<file path="src/rtl/fdt_pkg.sv">
package fdt_pkg;
  localparam int SRT_W   = 4;
  localparam int HLT_W   = 7;
  localparam int HUT_W   = 4;
  localparam int CNT_W   = 9;
  localparam int SCALE_W = 4;

  typedef enum logic [1:0] {
    RATE_500K = 2'b00,
    RATE_300K = 2'b01,
    RATE_250K = 2'b10,
    RATE_1M   = 2'b11
  } rate_e;

  // unit length = num/den ticks
  typedef struct packed {
    logic [SCALE_W-1:0] num;
    logic [SCALE_W-1:0] den;
  } scale_t;

  function automatic scale_t rate_scale(input logic [1:0] r);
    scale_t s;
    case (rate_e'(r))
      RATE_500K: s = '{num: 4'd2,  den: 4'd1};
      RATE_300K: s = '{num: 4'd10, den: 4'd3};
      RATE_250K: s = '{num: 4'd4,  den: 4'd1};
      default:   s = '{num: 4'd1,  den: 4'd1};
    endcase
    return s;
  endfunction

  function automatic logic [CNT_W-1:0] srt_units(input logic [SRT_W-1:0] n);
    return CNT_W'(16) - {{(CNT_W-SRT_W){1'b0}}, n};
  endfunction

  function automatic logic [CNT_W-1:0] hlt_units(input logic [HLT_W-1:0] n);
    return (n == '0) ? CNT_W'(256) : {1'b0, n, 1'b0};
  endfunction

  function automatic logic [CNT_W-1:0] hut_units(input logic [HUT_W-1:0] n);
    return (n == '0) ? CNT_W'(256) : {1'b0, n, 4'b0000};
  endfunction
endpackage

</file>
<file path="src/rtl/fdt_prescaled_timer.sv">
module fdt_prescaled_timer
  import fdt_pkg::*;
(
  input  logic               clk_i,
  input  logic               rst_ni,
  input  logic               start_i,
  input  logic               abort_i,
  input  logic               tick_i,
  input  logic [CNT_W-1:0]   load_i,
  input  scale_t             scale_i,
  output logic               busy_o,
  output logic               expire_o
);
  logic [CNT_W-1:0]   cnt_q;
  logic [SCALE_W-1:0] acc_q;
  scale_t             scale_q;
  logic               run_q, exp_q;
  logic [SCALE_W:0]   sum, rem;
  logic               unit;

  // fractional prescaler: unit ends when accumulated den reaches num
  assign sum  = {1'b0, acc_q} + {1'b0, scale_q.den};
  assign rem  = sum - {1'b0, scale_q.num};
  assign unit = sum >= {1'b0, scale_q.num};

  always_ff @(posedge clk_i or negedge rst_ni) begin
    if (!rst_ni) begin
      cnt_q   <= '0;
      acc_q   <= '0;
      scale_q <= '0;
      run_q   <= 1'b0;
      exp_q   <= 1'b0;
    end else begin
      exp_q <= 1'b0;
      if (start_i) begin
        cnt_q   <= load_i;
        acc_q   <= '0;
        scale_q <= scale_i;
        run_q   <= 1'b1;
      end else if (abort_i) begin
        run_q <= 1'b0;
      end else if (run_q && tick_i) begin
        if (unit) begin
          acc_q <= rem[SCALE_W-1:0];
          cnt_q <= cnt_q - CNT_W'(1);
          if (cnt_q == CNT_W'(1)) begin
            run_q <= 1'b0;
            exp_q <= 1'b1;
          end
        end else begin
          acc_q <= sum[SCALE_W-1:0];
        end
      end
    end
  end

  assign busy_o   = run_q;
  assign expire_o = exp_q;
endmodule

</file>
<file path="src/rtl/fdt_step_ctrl.sv">
module fdt_step_ctrl #(
  parameter int STEP_CNT_W = 8
) (
  input  logic                  clk_i,
  input  logic                  rst_ni,
  input  logic                  req_i,
  input  logic                  dir_i,
  input  logic [STEP_CNT_W-1:0] cnt_i,
  input  logic                  tmr_exp_i,
  output logic                  tmr_start_o,
  output logic                  step_o,
  output logic                  dir_o,
  output logic                  busy_o,
  output logic                  done_o
);
  logic                  busy_q, step_q, dir_q, done_q;
  logic [STEP_CNT_W-1:0] rem_q;
  logic                  accept, more;

  assign accept      = req_i && !busy_q;
  assign more        = busy_q && tmr_exp_i && (rem_q != '0);
  assign tmr_start_o = (accept && (cnt_i != '0)) || more;

  always_ff @(posedge clk_i or negedge rst_ni) begin
    if (!rst_ni) begin
      busy_q <= 1'b0;
      step_q <= 1'b0;
      dir_q  <= 1'b0;
      done_q <= 1'b0;
      rem_q  <= '0;
    end else begin
      step_q <= 1'b0;
      done_q <= 1'b0;
      if (accept) begin
        dir_q <= dir_i;
        if (cnt_i == '0) begin
          done_q <= 1'b1;
        end else begin
          busy_q <= 1'b1;
          step_q <= 1'b1;
          rem_q  <= cnt_i - 1'b1;
        end
      end else if (more) begin
        step_q <= 1'b1;
        rem_q  <= rem_q - 1'b1;
      end else if (busy_q && tmr_exp_i) begin
        busy_q <= 1'b0;
        done_q <= 1'b1;
      end
    end
  end

  assign step_o = step_q;
  assign dir_o  = dir_q;
  assign busy_o = busy_q;
  assign done_o = done_q;
endmodule

</file>
<file path="src/rtl/fdt_drive_timing.sv">
module fdt_drive_timing
  import fdt_pkg::*;
#(
  parameter int STEP_CNT_W = 8
) (
  input  logic                  clk_i,
  input  logic                  rst_ni,
  input  logic                  tick_i,
  input  logic [1:0]            rate_i,
  input  logic                  spec_we_i,
  input  logic                  spec_nd_i,
  input  logic [SRT_W-1:0]      spec_srt_i,
  input  logic [HLT_W-1:0]      spec_hlt_i,
  input  logic [HUT_W-1:0]      spec_hut_i,
  output logic                  spec_err_o,
  input  logic                  step_req_i,
  input  logic                  step_dir_i,
  input  logic [STEP_CNT_W-1:0] step_cnt_i,
  output logic                  step_o,
  output logic                  step_dir_o,
  output logic                  step_busy_o,
  output logic                  step_done_o,
  input  logic                  head_load_i,
  output logic                  head_ready_o,
  input  logic                  rw_end_i,
  output logic                  head_unload_o
);
  logic [SRT_W-1:0] srt_q;
  logic [HLT_W-1:0] hlt_q;
  logic [HUT_W-1:0] hut_q;
  logic             err_q, hl_q, ready_q;
  logic             load_rise;
  logic             srt_start, srt_exp, hlt_exp;
  logic             srt_busy, hlt_busy, hut_busy;
  scale_t           scale;

  assign scale     = rate_scale(rate_i);
  assign load_rise = head_load_i && !hl_q;

  always_ff @(posedge clk_i or negedge rst_ni) begin
    if (!rst_ni) begin
      srt_q   <= '0;
      hlt_q   <= '0;
      hut_q   <= '0;
      err_q   <= 1'b0;
      hl_q    <= 1'b0;
      ready_q <= 1'b0;
    end else begin
      err_q <= spec_we_i && spec_nd_i;
      if (spec_we_i && !spec_nd_i) begin
        srt_q <= spec_srt_i;
        hlt_q <= spec_hlt_i;
        hut_q <= spec_hut_i;
      end
      hl_q <= head_load_i;
      if (!head_load_i)  ready_q <= 1'b0;
      else if (hlt_exp)  ready_q <= 1'b1;
    end
  end

  fdt_step_ctrl #(.STEP_CNT_W(STEP_CNT_W)) i_step_ctrl (
    .clk_i       (clk_i),
    .rst_ni      (rst_ni),
    .req_i       (step_req_i),
    .dir_i       (step_dir_i),
    .cnt_i       (step_cnt_i),
    .tmr_exp_i   (srt_exp),
    .tmr_start_o (srt_start),
    .step_o      (step_o),
    .dir_o       (step_dir_o),
    .busy_o      (step_busy_o),
    .done_o      (step_done_o)
  );

  fdt_prescaled_timer i_srt_tmr (
    .clk_i    (clk_i),
    .rst_ni   (rst_ni),
    .start_i  (srt_start),
    .abort_i  (1'b0),
    .tick_i   (tick_i),
    .load_i   (srt_units(srt_q)),
    .scale_i  (scale),
    .busy_o   (srt_busy),
    .expire_o (srt_exp)
  );

  fdt_prescaled_timer i_hlt_tmr (
    .clk_i    (clk_i),
    .rst_ni   (rst_ni),
    .start_i  (load_rise),
    .abort_i  (!head_load_i),
    .tick_i   (tick_i),
    .load_i   (hlt_units(hlt_q)),
    .scale_i  (scale),
    .busy_o   (hlt_busy),
    .expire_o (hlt_exp)
  );

  fdt_prescaled_timer i_hut_tmr (
    .clk_i    (clk_i),
    .rst_ni   (rst_ni),
    .start_i  (rw_end_i),
    .abort_i  (load_rise),
    .tick_i   (tick_i),
    .load_i   (hut_units(hut_q)),
    .scale_i  (scale),
    .busy_o   (hut_busy),
    .expire_o (head_unload_o)
  );

  assign spec_err_o   = err_q;
  assign head_ready_o = ready_q;
endmodule

</file>
<file path="config.mk">
export PLATFORM = sky130hd
export DESIGN_NAME = fdt_drive_timing
export DESIGN_NICKNAME = d
export VERILOG_FILES = /design/src/rtl/fdt_pkg.sv /design/src/rtl/fdt_prescaled_timer.sv /design/src/rtl/fdt_step_ctrl.sv /design/src/rtl/fdt_drive_timing.sv
export SDC_FILE = /design/constraint.sdc
export NUM_CORES = 1
export LEC_CHECK = 0
export BUFFER_PORTS_ARGS = -buffer_cell sky130_fd_sc_hd__buf_2
export CORE_MARGIN = 10
export CORE_UTILIZATION = 60
export DETAILED_ROUTE_END_ITERATION = 8
export GPL_ROUTABILITY_DRIVEN = 0
export PLACE_DENSITY_LB_ADDON = 0.1
export SLEW_MARGIN = 5
export SYNTH_ARGS = -nofsm -noshare
export SYNTH_HDL_FRONTEND = slang
export SYNTH_SLANG_ARGS = --single-unit
export TNS_END_PERCENT = 30
</file>
<file path="constraint.sdc">
create_clock -name clk_i -period 3.4 [get_ports clk_i]
set_input_delay 0.85 -clock clk_i [delete_from_list [all_inputs] [get_ports clk_i]]
set_output_delay 0.85 -clock clk_i [all_outputs]
set_load 0.02 [all_outputs]
</file>
# --- After elaboration in Yosys (flattened, before gate mapping) ---
# Index checks and enable logic that the tools add are counted.
word_totals:
  register_bits: 99
  latch_bits: 0
  ramBits: 0
  romBits: 0
  input_bits: 34
  word_cells: 168
  mem_count: 0
op_classes:
  add_sub_neg: 12
  multipliers: 0
  n_div: 0
  magnitude_cmp: 3
  eq_ne: 12
  shifts: 0
  n_mux: 69
  n_bitwise: 0
  n_reduce_logical: 43
op_table:
  columns: ["operator", "count"]
  rows:
  - ["9-bit 2-to-1 mux", 13]
  - ["4-bit 2-to-1 mux", 11]
  - ["1-bit 2-to-1 mux", 41]
  - ["9-bit by 1-bit == test with 1-bit output, second input constant", 3]
  - ["9-bit by 1-bit subtractor with 9-bit output, second input constant", 3]
  - ["8-bit 2-to-1 mux", 3]
  - ["8-bit one-hot mux with 3 select lines", 1]
  - ["2-bit nonzero test", 10]
  - ["3-bit AND reduction", 6]
  - ["8-bit nonzero test", 2]
  - ["8-bit by 1-bit subtractor with 8-bit output, second input constant", 2]
  - ["4-bit by 4-bit adder with 5-bit output", 3]
  - ["5-bit by 4-bit >= comparator with 1-bit output", 3]
  - ["4-bit subtractor", 3]
  - ["1-bit logical AND", 10]
  - ["3-bit by 1-bit != test with 1-bit output, second input constant", 3]
  - ["3-bit nonzero test", 3]
  - ["8-bit logical NOT", 1]
  - ["2-bit AND reduction", 4]
  - ["7-bit logical NOT", 1]
  - ["5-bit by 4-bit subtractor with 6-bit output, first input constant", 1]
  - ["4-bit logical NOT", 1]
  - ["2-bit by 1-bit != test with 1-bit output, second input constant", 2]
  - ["2-bit != test, second input constant", 2]
  - ["5 further kinds", 7]

# --- Logic depth before layout (Yosys ltp) ---
logic_depth:
  depth_word: 6
  depth_mapped: 12

# --- By module ---
# A second synthesis with hierarchy kept.
hier_totals:
  hier_cells: 623
  area_unflattened_um2: 5962.0
by_module_without_submodules:
  columns: ["module", "n_inst", "cells_each", "area_each_um2"]
  rows:
  - ["fdt_prescaled_timer", 3, 156, 1445.1]
  - ["fdt_drive_timing", 1, 68, 832.0]
  - ["fdt_step_ctrl", 1, 87, 794.5]

# --- Least setup slack after synthesis ---
# No wires, ideal clock.
synth_path:
  path_type: "flip-flop to flip-flop"
  start: "reg i_srt_tmr.scale_q[0] in the netlist's numbering"
  end: "reg i_srt_tmr.run_q, in the netlist i_srt_tmr.busy_o"
  arrival_time_ns: 2.686
  setup_slack_ns: 0.596
  stages_incl_launch_ff: 10
  path_buffers: 0
  synth_period_minus_slack_ns: 2.804
  cell_sequence: "dfrtp_1 -> ha_1 -> fa_1 -> xor2_1 -> ha_1 -> nand2_1 -> o21ai_0 -> a31oi_1 -> or4_1 -> a21o_1"
synth_between:
  elab_chain_len: 4
synth_lines:
  columns: ["item", "line_no", "source"]
  rows:
  - ["from (decl)", "fdt_prescaled_timer.sv:16", "scale_t scale_q;"]
  - ["from (signal assigned)", "fdt_prescaled_timer.sv:38", "scale_q <= scale_i;"]
  - ["4-bit by 4-bit adder with 5-bit output", "fdt_prescaled_timer.sv:22", "assign sum = {1'b0, acc_q} + {1'b0, scale_q.den};"]
  - ["5-bit by 4-bit >= comparator with 1-bit output", "fdt_prescaled_timer.sv:24", "assign unit = sum >= {1'b0, scale_q.num};"]
  - ["2-bit nonzero test (no source line)", null, null]
  - ["3-bit AND reduction (no source line)", null, null]
  - ["to (signal assigned)", "fdt_prescaled_timer.sv:31", "run_q <= 1'b0;"]
  - ["to (signal assigned)", "fdt_prescaled_timer.sv:39", "run_q <= 1'b1;"]
  - ["to (signal assigned)", "fdt_prescaled_timer.sv:41", "run_q <= 1'b0;"]
  - ["to (decl)", "fdt_prescaled_timer.sv:17", "logic run_q, exp_q;"]
# No other way between the ends.
# A chain may end at the register's enable or synchronous reset.

# --- Final worst setup path ---
layout_path:
  start: "reg i_srt_tmr.scale_q[0] in the netlist's numbering"
  end: "reg i_srt_tmr.cnt_q[8]"
layout_between:
  elab_chain_len: 4
layout_lines:
  columns: ["item", "line_no", "source"]
  rows:
  - ["4-bit by 4-bit adder with 5-bit output", "fdt_prescaled_timer.sv:22", null]
  - ["5-bit by 4-bit >= comparator with 1-bit output", "fdt_prescaled_timer.sv:24", null]
  - ["2-bit nonzero test (no source line)", null, null]
  - ["2-bit AND reduction (no source line)", null, null]
  - ["to (signal assigned)", "fdt_prescaled_timer.sv:36", "cnt_q <= load_i;"]
  - ["to (signal assigned)", "fdt_prescaled_timer.sv:45", "cnt_q <= cnt_q - CNT_W'(1);"]
  - ["to (decl)", "fdt_prescaled_timer.sv:14", "logic [CNT_W-1:0] cnt_q;"]
# No other way between the ends.

==> reports/qor.yml <==
synth:
  synth-edff-count: 0
  avgSynthCellArea_um2: 9.53
  synth_flop_cell: "dfrtp_1"
  synth.area.top_cells: "dfrtp_1, ha_1, nand2_1"
  yosysWarnings: 0
  netlist_area_um2: 5260
  netlist_instances: 552
  ys_types: 59
  yosysSeqAreaShare: 0.428
  async_flop_share: 1.00
  synth_top_area_frac: 0.428
  synth_nets: 618
  yosysTopAreaCell: "dfrtp_1"
  synth_seq_cells: 90
hold_path:
  hold_start: "i_step_ctrl.dir_o$_DFFE_PN0P_"
  hp-class: "reg -> reg"
power_and_ir_drop:
  p_int_uw: 2550
  peakVddDrop_mv: 0.353
  p_clk_frac: 0.176
  pwr-share-comb: 0.457
  totalPowerFinal_uw: 4270
  swShare: 0.404
  power.static_leakage_uw: 0.00264
  seqPwrFrac: 0.367
  cellPowerDensity_nw_per_um2: 739
  switchingPower_uw: 1720
setup_path:
  worstSetupStartpointType: "flop"
  endpoint_kind: "flop"
  path_max_fanout: 8
  criticalPathCategory: "reg -> reg"
  crit_required_ns: 3.67
  crit_start: "i_srt_tmr.scale_q[0]$_DFFE_PN0N_"
  r2r-start: "i_srt_tmr.scale_q[0]$_DFFE_PN0N_"
  worstPathArrival_ns: 3.43
clock_tree:
  cts_buffer_depth: 2
  cts_tree: "built"
  cts_setup_buffers: 0
  cts_sinks: 90
  htree_levels: 3
  cts_buffers: 9
  cts-resized-gates: 0
  clkLatencyLatePin_ns: 0.35
  clk_pin_slew_ns: 0.09
  cts_hold_buf: 0
  ctsRootBufferMaster: "clkbuf_8"
final_layout:
  regArea_um2: 2250
  fin_area_um2: 5780
  area_growth_pct: 9.87
  layout-drive-gt1-share: 0.162
  layout.cells.non_filler: 705
  fill_cells: 701
  antennaDiodeCount: 0
  nNetsFinal: 658
  multi_input_area_um2: 2760
sta:
  fmax_ghz: 0.317
  tightest_slew_ns: 0.745
  timing.hold.ws_ns: 0.484
  rsz0062_at_grt: "no"
  fin_worst_skew_ns: 0.00558
  fin_crit_ns: 3.16
  setup_violations: 0
  max-slew-margin-rel: 0.503
  slew_violations: 0
  hold_violations: 0
  fin_crit_sh: 0.928
  setup_tns_ns: 0
drt:
  first_pass_iters: 4
  drtAntennaViolNets: 0
  route.detailed.drc: 0
  routedWlPerCell_um: 15.9
  dr.first_iter.drc_count: 212
  viasPerCell: 5.91
  vias: 4167
  wl_mm: 11.2
floorplan:
  coreArea_um2: 8640
  rows: 34
  start_util: 0.609
  die_x_um: 114
  io_pins: 41
  fp.dieH_um: 114
  die-area_um2: 12900
global_routing:
  antenna_found_initial: 0
  grt_pass1_wl_mm: 19.3
  grt_usage: 0.178
  grt_pass1_vias: 4187
  grt_max_degree: 58
  grt-ovfl-total: 0
placed_design:
  dp.cells: 689
  place_area_um2: 5580
  port_buffers: 40
  post-dp-hpwl_mm: 8.27
run_status:
  outcome: "completed"
flow_run:
  maxCapViolations: 0
==> cells in the final DEF (no fill, tap or decap), types with 6 or more instances in the layout <==
| cell | netlist | routed |
|---|---|---|
| a21o_1 | 7 | 7 |
| a21oi_1 | 28 | 28 |
| a31oi_1 | 20 | 20 |
| buf_2 | 0 | 39 |
| buf_4 | 0 | 10 |
| clkbuf_8 | 3 | 10 |
| dfrtp_1 | 90 | 90 |
| fa_1 | 6 | 6 |
| ha_1 | 26 | 26 |
| inv_1 | 37 | 37 |
| mux2_2 | 16 | 16 |
| mux2i_1 | 12 | 12 |
| nand2_1 | 55 | 55 |
| nand2b_1 | 11 | 11 |
| nand3_1 | 15 | 15 |
| nor2_1 | 33 | 33 |
| nor2b_1 | 10 | 10 |
| nor3_1 | 14 | 14 |
| o211ai_1 | 6 | 6 |
| o21ai_0 | 37 | 36 |
| o31ai_1 | 8 | 8 |
| or3_1 | 11 | 11 |
| or4_1 | 9 | 9 |
| xnor2_1 | 7 | 7 |
| xor2_1 | 8 | 8 |
==> sequential cells by signal (all words and copies together) (netlist names), 4 cells and up <==
| signal | cells |
|---|---|
| i_hut_tmr.acc_q | 4 |
| hlt_q | 7 |
| i_hut_tmr.scale_q | 5 |
| i_srt_tmr.acc_q | 4 |
| i_hlt_tmr.acc_q | 4 |
| i_hlt_tmr.cnt_q | 9 |
| hut_q | 4 |
| i_hlt_tmr.scale_q | 5 |
| srt_q | 4 |
| i_hut_tmr.cnt_q | 9 |
| i_srt_tmr.cnt_q | 9 |
| i_step_ctrl.rem_q | 8 |
| i_srt_tmr.scale_q | 5 |
==> through the flow <==
stage	util	worst slack, ns
after CTS	0.669	0.134
after global placement	0.646	0.317
final	0.669	0.245
after floorplan	-	0.596
after global routing	0.669	0.0411
after detailed placement	0.646	0.182
==> power groups by stage <==
stage / registers, µW / clock network (µW) / logic (µW)
3_5_place_dp: 1580 / 0 / 1920
2_1_floorplan: 1530 / 0 / 1510
6_report: 1570 / 749 / 1950
3_3_place_gp: 1570 / 0 / 1860
5_1_grt: 1610 / 804 / 2210
4_1_cts: 1570 / 761 / 1950
==> synthesized netlist by cell type (9+ instances only) <==
library cell  number
nand3_1           15
a21oi_1           28
dfrtp_1           90
clkbuf_1          17
inv_1             37
nor2b_1           10
ha_1              26
mux2i_1           12
nand2b_1          11
or3_1             11
a31oi_1           20
nor2_1            33
o21ai_0           37
or4_1              9
mux2_2            16
nor3_1            14
nand2_1           55
==> routing by layer <==
layer	global-route usage	vias up	routed length [µm]
met2	0.296	98	5450
met5	0	-	0
li1	-	2078	-
met4	0.0685	0	164
met3	0.0352	11	560
met1	0.222	1980	5040
==> area by class of cell <==
type,instances,area share
multi-input combinational,404,0.477
sequential,90,0.390
timing repair buffer,50,0.0502
inverter,37,0.0240
clock buffer,10,0.0238
tap,108,0.0234
clock inverter,6,0.0113
==> worst max-delay path, cell delays in order, from the launching register on <==
cell,delay [ns]
dfrtp_1,0.39
ha_1,0.23
fa_1,0.44
xor2_1,0.19
ha_1,0.36
nand2_1,0.07
o21ai_1,0.24
a31oi_1,0.25
buf_4,0.23
or4_1,0.49
a21oi_1,0.17
==> cell families (layout without fill, tap and decap cells) <==
| group | after synthesis | in the layout | share of synthesized area |
|---|---|---|---|
| multiplexers | 28 | 28 | 0.0571 |
| AO/OA/AOI/OAI | 139 | 139 | 0.168 |
| XOR/XNOR | 15 | 15 | 0.0250 |
| adder cells (fa/ha/maj) | 32 | 32 | 0.0847 |
| flip-flops | 90 | 90 | 0.428 |
| AND/OR/NAND/NOR | 190 | 190 | 0.189 |
| buffers and inverters | 58 | 103 | 0.0471 |
==> path summary, 6_finish.rpt <==
check                                                 endpoint  slack (ns)  depth (start not counted)
worst max-delay path            i_srt_tmr.cnt_q[8]$_DFFE_PN0P_        0.24                         10
worst min-delay path             i_step_ctrl.dir_o$_DFFE_PN0P_        0.48                          2
worst max register to register  i_srt_tmr.cnt_q[8]$_DFFE_PN0P_        0.24                         10
worst min register to register   i_step_ctrl.dir_o$_DFFE_PN0P_        0.48                          2
max in group asynchronous       i_hlt_tmr.cnt_q[3]$_DFFE_PN0P_        2.21                          2
min in group asynchronous       i_srt_tmr.cnt_q[6]$_DFFE_PN0P_        0.56                          1
(Power assumes the default switching activity.)
